**config.mk**
```make
export PLATFORM = sky130hd
export DESIGN_NAME = sync_serial_xcvr
export DESIGN_NICKNAME = d
export VERILOG_FILES = /design/src/rtl/sxc_pkg.sv /design/src/rtl/sxc_baud.sv /design/src/rtl/sxc_edge.sv /design/src/rtl/sxc_shifter.sv /design/src/rtl/sync_serial_xcvr.sv
export SDC_FILE = /design/constraint.sdc
export NUM_CORES = 1
export LEC_CHECK = 0
export ABC_CLOCK_PERIOD_IN_PS = 4900
export BUFFER_PORTS_ARGS = -buffer_cell sky130_fd_sc_hd__buf_4
export CORE_UTILIZATION = 45
export CTS_CLUSTER_SIZE = 20
export DETAILED_ROUTE_END_ITERATION = 10
export PLACE_DENSITY = 0.7
export REMOVE_ABC_BUFFERS = 1
export SLEW_MARGIN = 20
export SYNTH_ARGS = -nofsm -noshare
export SYNTH_HDL_FRONTEND = slang
export SYNTH_SLANG_ARGS = --single-unit
```
**constraint.sdc**
```tcl
create_clock -name clk -period 4.9 [get_ports clk]
set_clock_uncertainty 0.2 [all_clocks]
set_input_delay 0.98 -clock clk [delete_from_list [all_inputs] [get_ports clk]]
set_output_delay 0.98 -clock clk [all_outputs]
set_load 0.02 [all_outputs]
```
**src/rtl/sxc_pkg.sv**
```systemverilog
package sxc_pkg;
    localparam int SXC_DW = 16;
    localparam int SXC_WF = $clog2(SXC_DW);

    typedef struct packed {
        logic              enable;
        logic              master;
        logic              loopback;
        logic              cpol;
        logic              cpha;
        logic              msb_first;
        logic [SXC_WF-1:0] len_m1;
    } sxc_cfg_t;

    typedef struct packed {
        logic              busy;
        logic              sclk;
        logic              done;
        logic [SXC_WF-1:0] cnt;
        logic [SXC_WF-1:0] txc;
        logic [SXC_DW-1:0] txw;
        logic [SXC_DW-1:0] rxw;
        logic [SXC_DW-1:0] rxb;
    } sxc_state_t;

    function automatic logic [SXC_WF:0] sxc_word_len(input logic [SXC_WF-1:0] f);
        return (f == '0) ? (SXC_WF+1)'(2) : ({1'b0, f} + 1'b1);
    endfunction
endpackage

```
**src/rtl/sxc_baud.sv**
```systemverilog
module sxc_baud #(
    parameter int BW = 16
) (
    input  logic          clk,
    input  logic          rst_n,
    input  logic          run,
    input  logic          restart,
    input  logic [BW-1:0] reload,
    output logic          tick
);
    logic [BW-1:0] cnt_d, cnt_q;

    always_comb begin
        cnt_d = cnt_q;
        tick  = run && (cnt_q == '0);
        if (restart)     cnt_d = reload;
        else if (run)    cnt_d = (cnt_q == '0) ? reload : cnt_q - 1'b1;
    end

    always_ff @(posedge clk or negedge rst_n) begin
        if (!rst_n) cnt_q <= '0;
        else        cnt_q <= cnt_d;
    end


    tick_spacing_chk: assert property (@(posedge clk) disable iff (!rst_n)
        (tick && run && reload != '0 && $stable(reload)) |=> !tick);
endmodule

```
**src/rtl/sxc_edge.sv**
```systemverilog
module sxc_edge (
    input  logic clk,
    input  logic rst_n,
    input  logic sclk_in,
    input  logic cpol,
    output logic edge_o,
    output logic lead_o
);
    logic [2:0] sync_d, sync_q;

    always_comb begin
        sync_d = {sync_q[1:0], sclk_in};
        edge_o = sync_q[2] ^ sync_q[1];
        lead_o = (sync_q[2] == cpol);
    end

    always_ff @(posedge clk or negedge rst_n) begin
        if (!rst_n) sync_q <= '0;
        else        sync_q <= sync_d;
    end
endmodule

```
**src/rtl/sxc_shifter.sv**
```systemverilog
module sxc_shifter
    import sxc_pkg::*;
(
    input  logic              clk,
    input  logic              rst_n,
    input  sxc_cfg_t          cfg,
    input  logic              load,
    input  logic              start,
    input  logic [SXC_DW-1:0] tx_wdata,
    input  logic              tick,
    input  logic              s_edge,
    input  logic              s_lead,
    input  logic              ser_in,
    output logic              ser_out,
    output logic              sclk,
    output logic              busy,
    output logic              done,
    output logic [SXC_WF-1:0] cnt,
    output logic [SXC_DW-1:0] rx_word
);
    localparam int DW = SXC_DW;
    localparam int CW = SXC_WF;
    localparam int WW = SXC_WF + 1;

    sxc_state_t st_d, st_q;
    logic [WW-1:0] wlen;
    logic [CW-1:0] last_idx, cnt_pos;
    logic [DW-1:0] len_mask;
    logic          edge_any, lead_any, edge_ok, rx_bit;

    function automatic logic [CW-1:0] bit_pos(input logic [CW-1:0] i,
                                              input logic [WW-1:0] w,
                                              input logic msb);
        return msb ? CW'(w - WW'(1) - WW'(i)) : i;
    endfunction

    always_comb begin
        wlen     = sxc_word_len(cfg.len_m1);
        last_idx = CW'(wlen - WW'(1));
        for (int b = 0; b < DW; b++) len_mask[b] = (b < int'(wlen));
        cnt_pos  = bit_pos(st_q.cnt, wlen, cfg.msb_first);
        ser_out  = st_q.txw[bit_pos(st_q.txc, wlen, cfg.msb_first)];
        rx_bit   = cfg.loopback ? ser_out : ser_in;
        edge_any = cfg.master ? (st_q.busy && tick) : s_edge;
        lead_any = cfg.master ? (st_q.sclk == cfg.cpol) : s_lead;
        edge_ok  = edge_any && (st_q.busy || (!cfg.master && lead_any));

        st_d      = st_q;
        st_d.done = 1'b0;
        if (!cfg.enable) begin
            st_d.busy = 1'b0;
            st_d.cnt  = '0;
            st_d.txc  = '0;
            st_d.sclk = cfg.cpol;
        end else begin
            if (!st_q.busy) begin
                st_d.sclk = cfg.cpol;
                if (load)  st_d.txw  = tx_wdata;
                if (start) st_d.busy = 1'b1;
            end
            if (edge_ok) begin
                st_d.busy = 1'b1;
                if (cfg.master) st_d.sclk = ~st_q.sclk;
                if (lead_any) begin
                    if (!cfg.cpha) st_d.rxw[cnt_pos] = rx_bit;
                    else           st_d.txc = st_q.cnt;
                end else begin
                    if (cfg.cpha) st_d.rxw[cnt_pos] = rx_bit;
                    if (st_q.cnt == last_idx) begin
                        st_d.busy = 1'b0;
                        st_d.cnt  = '0;
                        st_d.txc  = '0;
                        st_d.done = 1'b1;
                        st_d.rxb  = st_d.rxw & len_mask;
                    end else begin
                        st_d.cnt = st_q.cnt + 1'b1;
                        if (!cfg.cpha) st_d.txc = st_q.cnt + 1'b1;
                    end
                end
            end
        end
    end

    always_ff @(posedge clk or negedge rst_n) begin
        if (!rst_n) st_q <= '0;
        else        st_q <= st_d;
    end

    assign sclk    = st_q.sclk;
    assign busy    = st_q.busy;
    assign done    = st_q.done;
    assign cnt     = st_q.cnt;
    assign rx_word = st_q.rxb;


    cnt_bound_chk: assert property (@(posedge clk) disable iff (!rst_n)
        WW'(st_q.cnt) < wlen);

    done_pulse_chk: assert property (@(posedge clk) disable iff (!rst_n)
        st_q.done |=> !st_q.done);

    done_idle_chk: assert property (@(posedge clk) disable iff (!rst_n)
        st_q.done |-> (!st_q.busy && st_q.cnt == '0));

    idle_level_chk: assert property (@(posedge clk) disable iff (!rst_n)
        (!st_q.busy && $past(!st_q.busy) && $stable(cfg)) |-> (st_q.sclk == cfg.cpol));
endmodule

```
**src/rtl/sync_serial_xcvr.sv**
```systemverilog
module sync_serial_xcvr
    import sxc_pkg::*;
#(
    parameter int BAUD_W = 16
) (
    input  logic                clk,
    input  logic                rst_n,
    input  logic                cfg_wr,
    input  logic [9:0]          cfg_wdata,
    input  logic                baud_wr,
    input  logic [BAUD_W-1:0]   baud_wdata,
    input  logic                tx_wr,
    input  logic [SXC_DW-1:0]   tx_wdata,
    output logic [SXC_DW-1:0]   rx_data,
    output logic                rx_done,
    output logic                busy,
    output logic [SXC_WF-1:0]   bit_cnt,
    input  logic                sclk_in,
    output logic                sclk_out,
    output logic                sclk_oe,
    output logic                ser_out,
    input  logic                ser_in
);
    sxc_cfg_t          cfg_d, cfg_q, cfg_new;
    logic [BAUD_W-1:0] baud_d, baud_q;
    logic              tx_take, m_start, tick, s_edge, s_lead;

    always_comb begin
        cfg_new = sxc_cfg_t'(cfg_wdata);
        cfg_d   = cfg_q;
        baud_d  = baud_q;
        if (cfg_wr) begin
            if (!cfg_q.enable) begin
                cfg_d = cfg_new;
            end else begin
                cfg_d.enable = cfg_new.enable;
                cfg_d.master = cfg_new.master;
            end
        end
        if (baud_wr && !cfg_q.enable) baud_d = baud_wdata;
        tx_take = tx_wr && cfg_q.enable && !busy;
        m_start = tx_take && cfg_q.master;
    end

    always_ff @(posedge clk or negedge rst_n) begin
        if (!rst_n) begin
            cfg_q  <= '0;
            baud_q <= '0;
        end else begin
            cfg_q  <= cfg_d;
            baud_q <= baud_d;
        end
    end

    sxc_baud #(.BW(BAUD_W)) i_baud (
        .clk(clk), .rst_n(rst_n),
        .run(busy && cfg_q.master && cfg_q.enable),
        .restart(m_start), .reload(baud_q), .tick(tick)
    );

    sxc_edge i_edge (
        .clk(clk), .rst_n(rst_n), .sclk_in(sclk_in), .cpol(cfg_q.cpol),
        .edge_o(s_edge), .lead_o(s_lead)
    );

    sxc_shifter i_shift (
        .clk(clk), .rst_n(rst_n), .cfg(cfg_q),
        .load(tx_take), .start(m_start), .tx_wdata(tx_wdata),
        .tick(tick), .s_edge(s_edge), .s_lead(s_lead), .ser_in(ser_in),
        .ser_out(ser_out), .sclk(sclk_out), .busy(busy), .done(rx_done),
        .cnt(bit_cnt), .rx_word(rx_data)
    );

    assign sclk_oe = cfg_q.master && cfg_q.enable;


    cfg_lock_chk: assert property (@(posedge clk) disable iff (!rst_n)
        cfg_q.enable |=> (cfg_q[7:0] == $past(cfg_q[7:0])));

    baud_lock_chk: assert property (@(posedge clk) disable iff (!rst_n)
        cfg_q.enable |=> (baud_q == $past(baud_q)));
endmodule

```
# --- Yosys cells after proc, flatten, opt, wreduce, memory -nomap -nowiden ---
# Index checks and enable logic that the tools add are counted.
totals:
  register_bits: 104
  input_bits: 49
  out_inout_bits: 25
  word_cells: 117
op_classes:
  add_sub_neg: 6
  order_cmp: 19
  eq_ne: 8
  n_mux: 35
  n_bitwise: 6
  n_reduce_logical: 25
op_table:
  columns: ["op", "count"]
  rows:
  - ["16-bit 2-to-1 mux", 9]
  - ["4-bit by 5-bit < comparator with 1-bit output (first input constant)", 8]
  - ["3-bit by 5-bit < comparator with 1-bit output (first input constant)", 4]
  - ["4-bit 2-to-1 mux", 5]
  - ["16-bit bitwise AND", 1]
  - ["16-bit bitwise mux", 1]
  - ["16-bit logical NOT", 1]
  - ["8-bit 2-to-1 mux", 2]
  - ["16-bit by 1-bit subtractor with 16-bit output (second input constant)", 1]
  - ["1-bit logical AND", 12]
  - ["1-bit 2-to-1 mux", 11]
  - ["11-bit 2-to-1 mux", 1]
  - ["1-bit by 5-bit < comparator with 1-bit output (first input constant)", 2]
  - ["2-bit by 5-bit < comparator with 1-bit output (first input constant)", 2]
  - ["4-bit by 5-bit < comparator with 1-bit output (second input constant)", 2]
  - ["5-bit 2-to-1 mux", 2]
  - ["3-bit AND reduction", 3]
  - ["4-bit subtractor", 2]
  - ["4-bit by 1-bit adder with 5-bit output (second input constant)", 1]
  - ["4-bit by 1-bit adder with 4-bit output (second input constant)", 1]
  - ["1-bit binary-select mux with 4-bit select", 1]
  - ["1-bit demux with 4-bit select", 1]
  - ["4-bit equality test", 1]
  - ["4-bit by 1-bit >= comparator with 1-bit output (second input constant)", 1]
  - ["other kinds (15)", 24]

# --- Longest topological paths before layout ---
depth:
  word_depth: 15
  mapped_depth: 17
  mapped_depth_nobuf: 15

# --- Hierarchy ---
# From an unflattened synthesis, not the netlist that was laid out.
hier_totals:
  hier_cells: 672
  area_unflattened_um2: 6481.2
by_module_without_submodules:
  columns: ["module", "instances", "cells_each", "area_each_um2", "seq_area_each_um2"]
  rows:
  - ["sxc_shifter", 1, 468, 4160.2, 1476.4]
  - ["sxc_baud", 1, 137, 1179.9, 400.4]
  - ["sync_serial_xcvr", 1, 62, 1048.5, 650.6]
  - ["sxc_edge", 1, 5, 92.6, 75.1]

# --- Least setup slack after synthesis ---
# No wires, ideal clock.
synth_path:
  path_kind: "register to output"
  start: "reg cfg_q[0] (netlist name)"
  end: "out ser_out"
  t_arrival_ns: 3.020
  required_ns: 3.720
  setup_slack_ns: 0.700
  stages_incl_launch_ff: 14
  n_path_buf: 1
  cell_sequence: "dfrtp_1 > buf_2 > inv_1 > ha_1 > inv_1 > nand2_1 > a21oi_1 > inv_1 > fa_1 > a21oi_1 > mux4_2 > mux2_2 > inv_1 > mux2i_1"
synth_via:
  elab_chain_len: 7
  elab_cells_between_ends: 8
  classes_between: "add/sub (3); mux (4); reduce/logical (1)"
synth_lines:
  columns: ["item", "line", "source"]
  rows:
  - ["start, declared", "sync_serial_xcvr.sv:24", "sxc_cfg_t cfg_d, cfg_q, cfg_new;"]
  - ["start signal, assigned", "sync_serial_xcvr.sv:50", "cfg_q <= cfg_d;"]
  - ["4-bit by 1-bit adder with 5-bit output / 4-bit logical NOT (equally long branches)", "sxc_pkg.sv:27", "return (f == '0) ? (SXC_WF+1)'(2) : ({1'b0, f} + 1'b1);"]
  - ["5-bit 2-to-1 mux *", "sxc_pkg.sv:27", null]
  - ["4-bit by 1-bit subtractor with 4-bit output *", "sxc_shifter.sv:34", "return msb ? CW'(w - WW'(1) - WW'(i)) : i;"]
  - ["4-bit subtractor *", "sxc_shifter.sv:34", null]
  - ["4-bit 2-to-1 mux *", "sxc_shifter.sv:34", null]
  - ["1-bit binary-select mux with 4-bit select *", "sxc_shifter.sv:42", "ser_out = st_q.txw[bit_pos(st_q.txc, wlen, cfg.msb_first)];"]
  - ["1-bit 2-to-1 mux (not written as such) *", "sxc_shifter.sv:42", null]
  - ["end, declared", "sync_serial_xcvr.sv:21", "output logic ser_out,"]
# Every way passes the cells marked *; elsewhere a longest branch is shown, timed or not. The select of a mux whose other input is x is not followed.

# --- Worst setup path after layout ---
layout_path:
  start: "reg cfg_q[1] (netlist name)"
  end: "out ser_out"
# The elaborated chain is that of the path after synthesis.

==> metrics.yaml <==
initialDrtViolationCount: 434
setup_tns_ns: 0
ant_nets: 0
htree_num_levels: 3
final_cell_area_um2: 6930
critPathRequiredTime_ns: 3.72
fill_cells: 1194
relSlewSlack_pct: 38.3
power.static_leakage_uw: 0.00297
tightestPinTransition_ns: 0.900
num_rows: 42
synth-compound-area-share_pct: 15.8
synth_edf_count: 0
cts_tree: "done"
drt-total-wl_mm: 14.6
drv_slew: 0
switching_share_pct: 38.6
start_kind: "flop"
initial_core_util_pct: 46.1
grtUsageTotal_pct: 22.2
grt_pass1_wl_mm: 24.6
fin_cells: 892
via_count: 5068
fin_crit_ns: 4.65
cts-root-buf: "clkbuf_16"
yosys-top-cells-area: "dfrtp_1 43%, nand2_1 7.4%, mux2_2 7.2%"
maxCapViolations: 0
p_sw_uw: 1210
dpl-instance-area_um2: 6620
cts.sinks: 104
seqPwrFrac_pct: 40.5
area_growth_pct: 14.0
hold_buffers: 0
synth_mux_area_share_pct: 10.0
drt_pass1_iterations: 8
antenna_found_initial: 0
drc: 1
pwr-share-clk_pct: 22.8
synthCells: 672
grt_max_degree: 80
ys_seq_elements: 104
setup_ws_ns: 0.252
violations: "DRC"
post-route-period-util_pct: 94.9
num_antenna_cells: 0
ys_seq_area_share_pct: 42.8
via_per_inst: 5.68
synth-adder-area-share_pct: 2.51
arrival_ns: 3.47
dp_slack_ns: 0.385
port-buffer-count: 73
ioPinCount: 74
synthTopCellsByCount: "120 x nand2_1, 104 x dfrtp_1, 51 x nor2_1"
die_w_um: 118
synth_flop_cell: "dfrtp_1"
cp-end-kind: "primary output"
p_int_uw: 1930
synth_most_common_cell: "nand2_1"
fin_nets: 771
cts_buffers: 9
cts_setup_buffers: 0
netlist_area_um2: 6080
die_h_um: 118
hold_violations: 0
min_path_cells: 0
synth_top_family_by_area: "simple AND/OR/NAND/NOR gates"
fmax_mhz: 215
synth_cell_types: 64
synthSimpleGateAreaFrac_pct: 20.1
syn_avg_cell_area_um2: 9.05
core_region_area_um2: 13200
dpl.hpwl_mm: 10.7
r2r_cells: 15
total_power_uw: 3140
cts_buffer_depth: 2
combPwrFrac_pct: 36.6
worstPathMaxFanout: 5
dp_cells: 876
rsz0062_at_grt: "false"
netlist.area_leader.share_pct: 42.8
synth_top_cell_by_area: "dfrtp_1"
max-vdd-ir-drop_v: 0.000205
outcome: "complete, but fails checks"
setup_viol: 0
ys_async_sr_fraction_pct: 100
clk_pin_slew_worst_paths_ns: 0.07
die_area_um2: 14000
gp_congestion: 0.923
hold_path_class: "reg -> reg"
crit_type: "reg -> out"
gr-total-overflow: 0
drive_gt1_share_pct: 21.4
synth_xor_area_share_pct: 2.39
power-per-cell-area_nw_per_um2: 453
ys_warn_count: 0
clk_latency_ns: 0.36
grt_pass1_vias: 4940
wl_per_cell_um: 16.4
-- power groups by stage --
stage	sequential, uW	clock (uW)	combinational (uW)
floorplan	1270	0	740
global placement	1270	0	1090
CTS	1270	731	1140
finish	1270	717	1150
detailed placement	1280	0	1130
global route	1300	763	1280
-- worst max-delay path: stages (launching register included) --
cell	delay, ns
dfrtp_1	0.39
inv_1	0.09
ha_1	0.34
inv_1	0.13
nand2_1	0.12
a21oi_2	0.22
inv_1	0.12
fa_1	0.53
a21oi_4	0.22
mux4_2	0.32
mux2_2	0.28
inv_1	0.06
mux2i_1	0.10
buf_4	0.19
-- through the flow --
stage | utilization [%] | hold WS (ns)
finish | 52.6 | 0.158
floorplan | - | 0.131
global route | 52.6 | 0.165
detailed placement | 50.2 | 0.144
CTS | 52.4 | 0.161
global placement | 50.2 | 0.133
-- worst paths after layout --
check                           slack, ns             start                  end
max in group asynchronous            3.19             rst_n     i_shift.st_q[28]
worst max-delay path                 0.25          cfg_q[1]              ser_out
min in group asynchronous            0.46             rst_n             cfg_q[9]
worst max register to register       0.84          cfg_q[1]  i_shift.rx_word[10]
worst min-delay path                 0.16  i_edge.sync_q[0]     i_edge.sync_q[1]
worst min register to register       0.16  i_edge.sync_q[0]     i_edge.sync_q[1]
-- cell families after synthesis --
family                     Yosys count
buffers and inverters               77
DFF                                104
xor gates and xnor gates            15
AOI/OAI and AO/OA                  158
muxes                               50
adders and majority gates           11
and+or+nand+nor                    257
-- what timing repair did --
| item | CTS | global route |
|---|---|---|
| resized for setup | 1 | 3 |
| endpoints found under the setup margin | 1 | 1 |
| endpoints found under the hold margin | 0 | 0 |
-- registers in the layout, summed over array words and instances, names as in the netlist, 3 cells and up --
signal           flops
baud_q              16
i_shift.cnt          4
i_edge.sync_q        3
i_baud.cnt_q        16
i_shift.st_q        36
i_shift.rx_word     16
cfg_q               10
-- per-layer routing --
| metal | vias to the layer above | GRT usage (%) | part of all wire [%] | wire length [um] |
|---|---|---|---|---|
| met5 | - | 0 | 0 | 0 |
| met4 | 0 | 8.33 | 2.1 | 310 |
| met1 | 2452 | 30.3 | 46 | 6660 |
| met2 | 168 | 34.6 | 47 | 6810 |
| met3 | 24 | 4.68 | 5.8 | 854 |
| li1 | 2424 | - | - | - |
-- layout by cell type, fill, tap and decap left out, drive strengths merged, types with 7 or more instances in the layout --
cell,instances
nor2b,8
ha,9
nor2,51
buf,82
mux2,39
o31ai,7
clkbuf,10
o21ai,52
a22oi,7
inv,28
xnor2,10
dfrtp,104
nor3,15
nor4,8
a21oi,48
nand2,121
mux2i,7
nand3,13
and2,7
-- final cells by class --
cell class	instances	area [um2]	area share, %
Clock inverter	6	56.3	0.812
Tap cell	176	220	3.18
Multi-Input combinational cell	491	3110	44.9
Sequential cell	104	2600	37.5
Clock buffer	10	239	3.45
Timing Repair Buffer	82	619	8.93
Inverter	23	86.3	1.25
(Power assumes the default switching activity.)
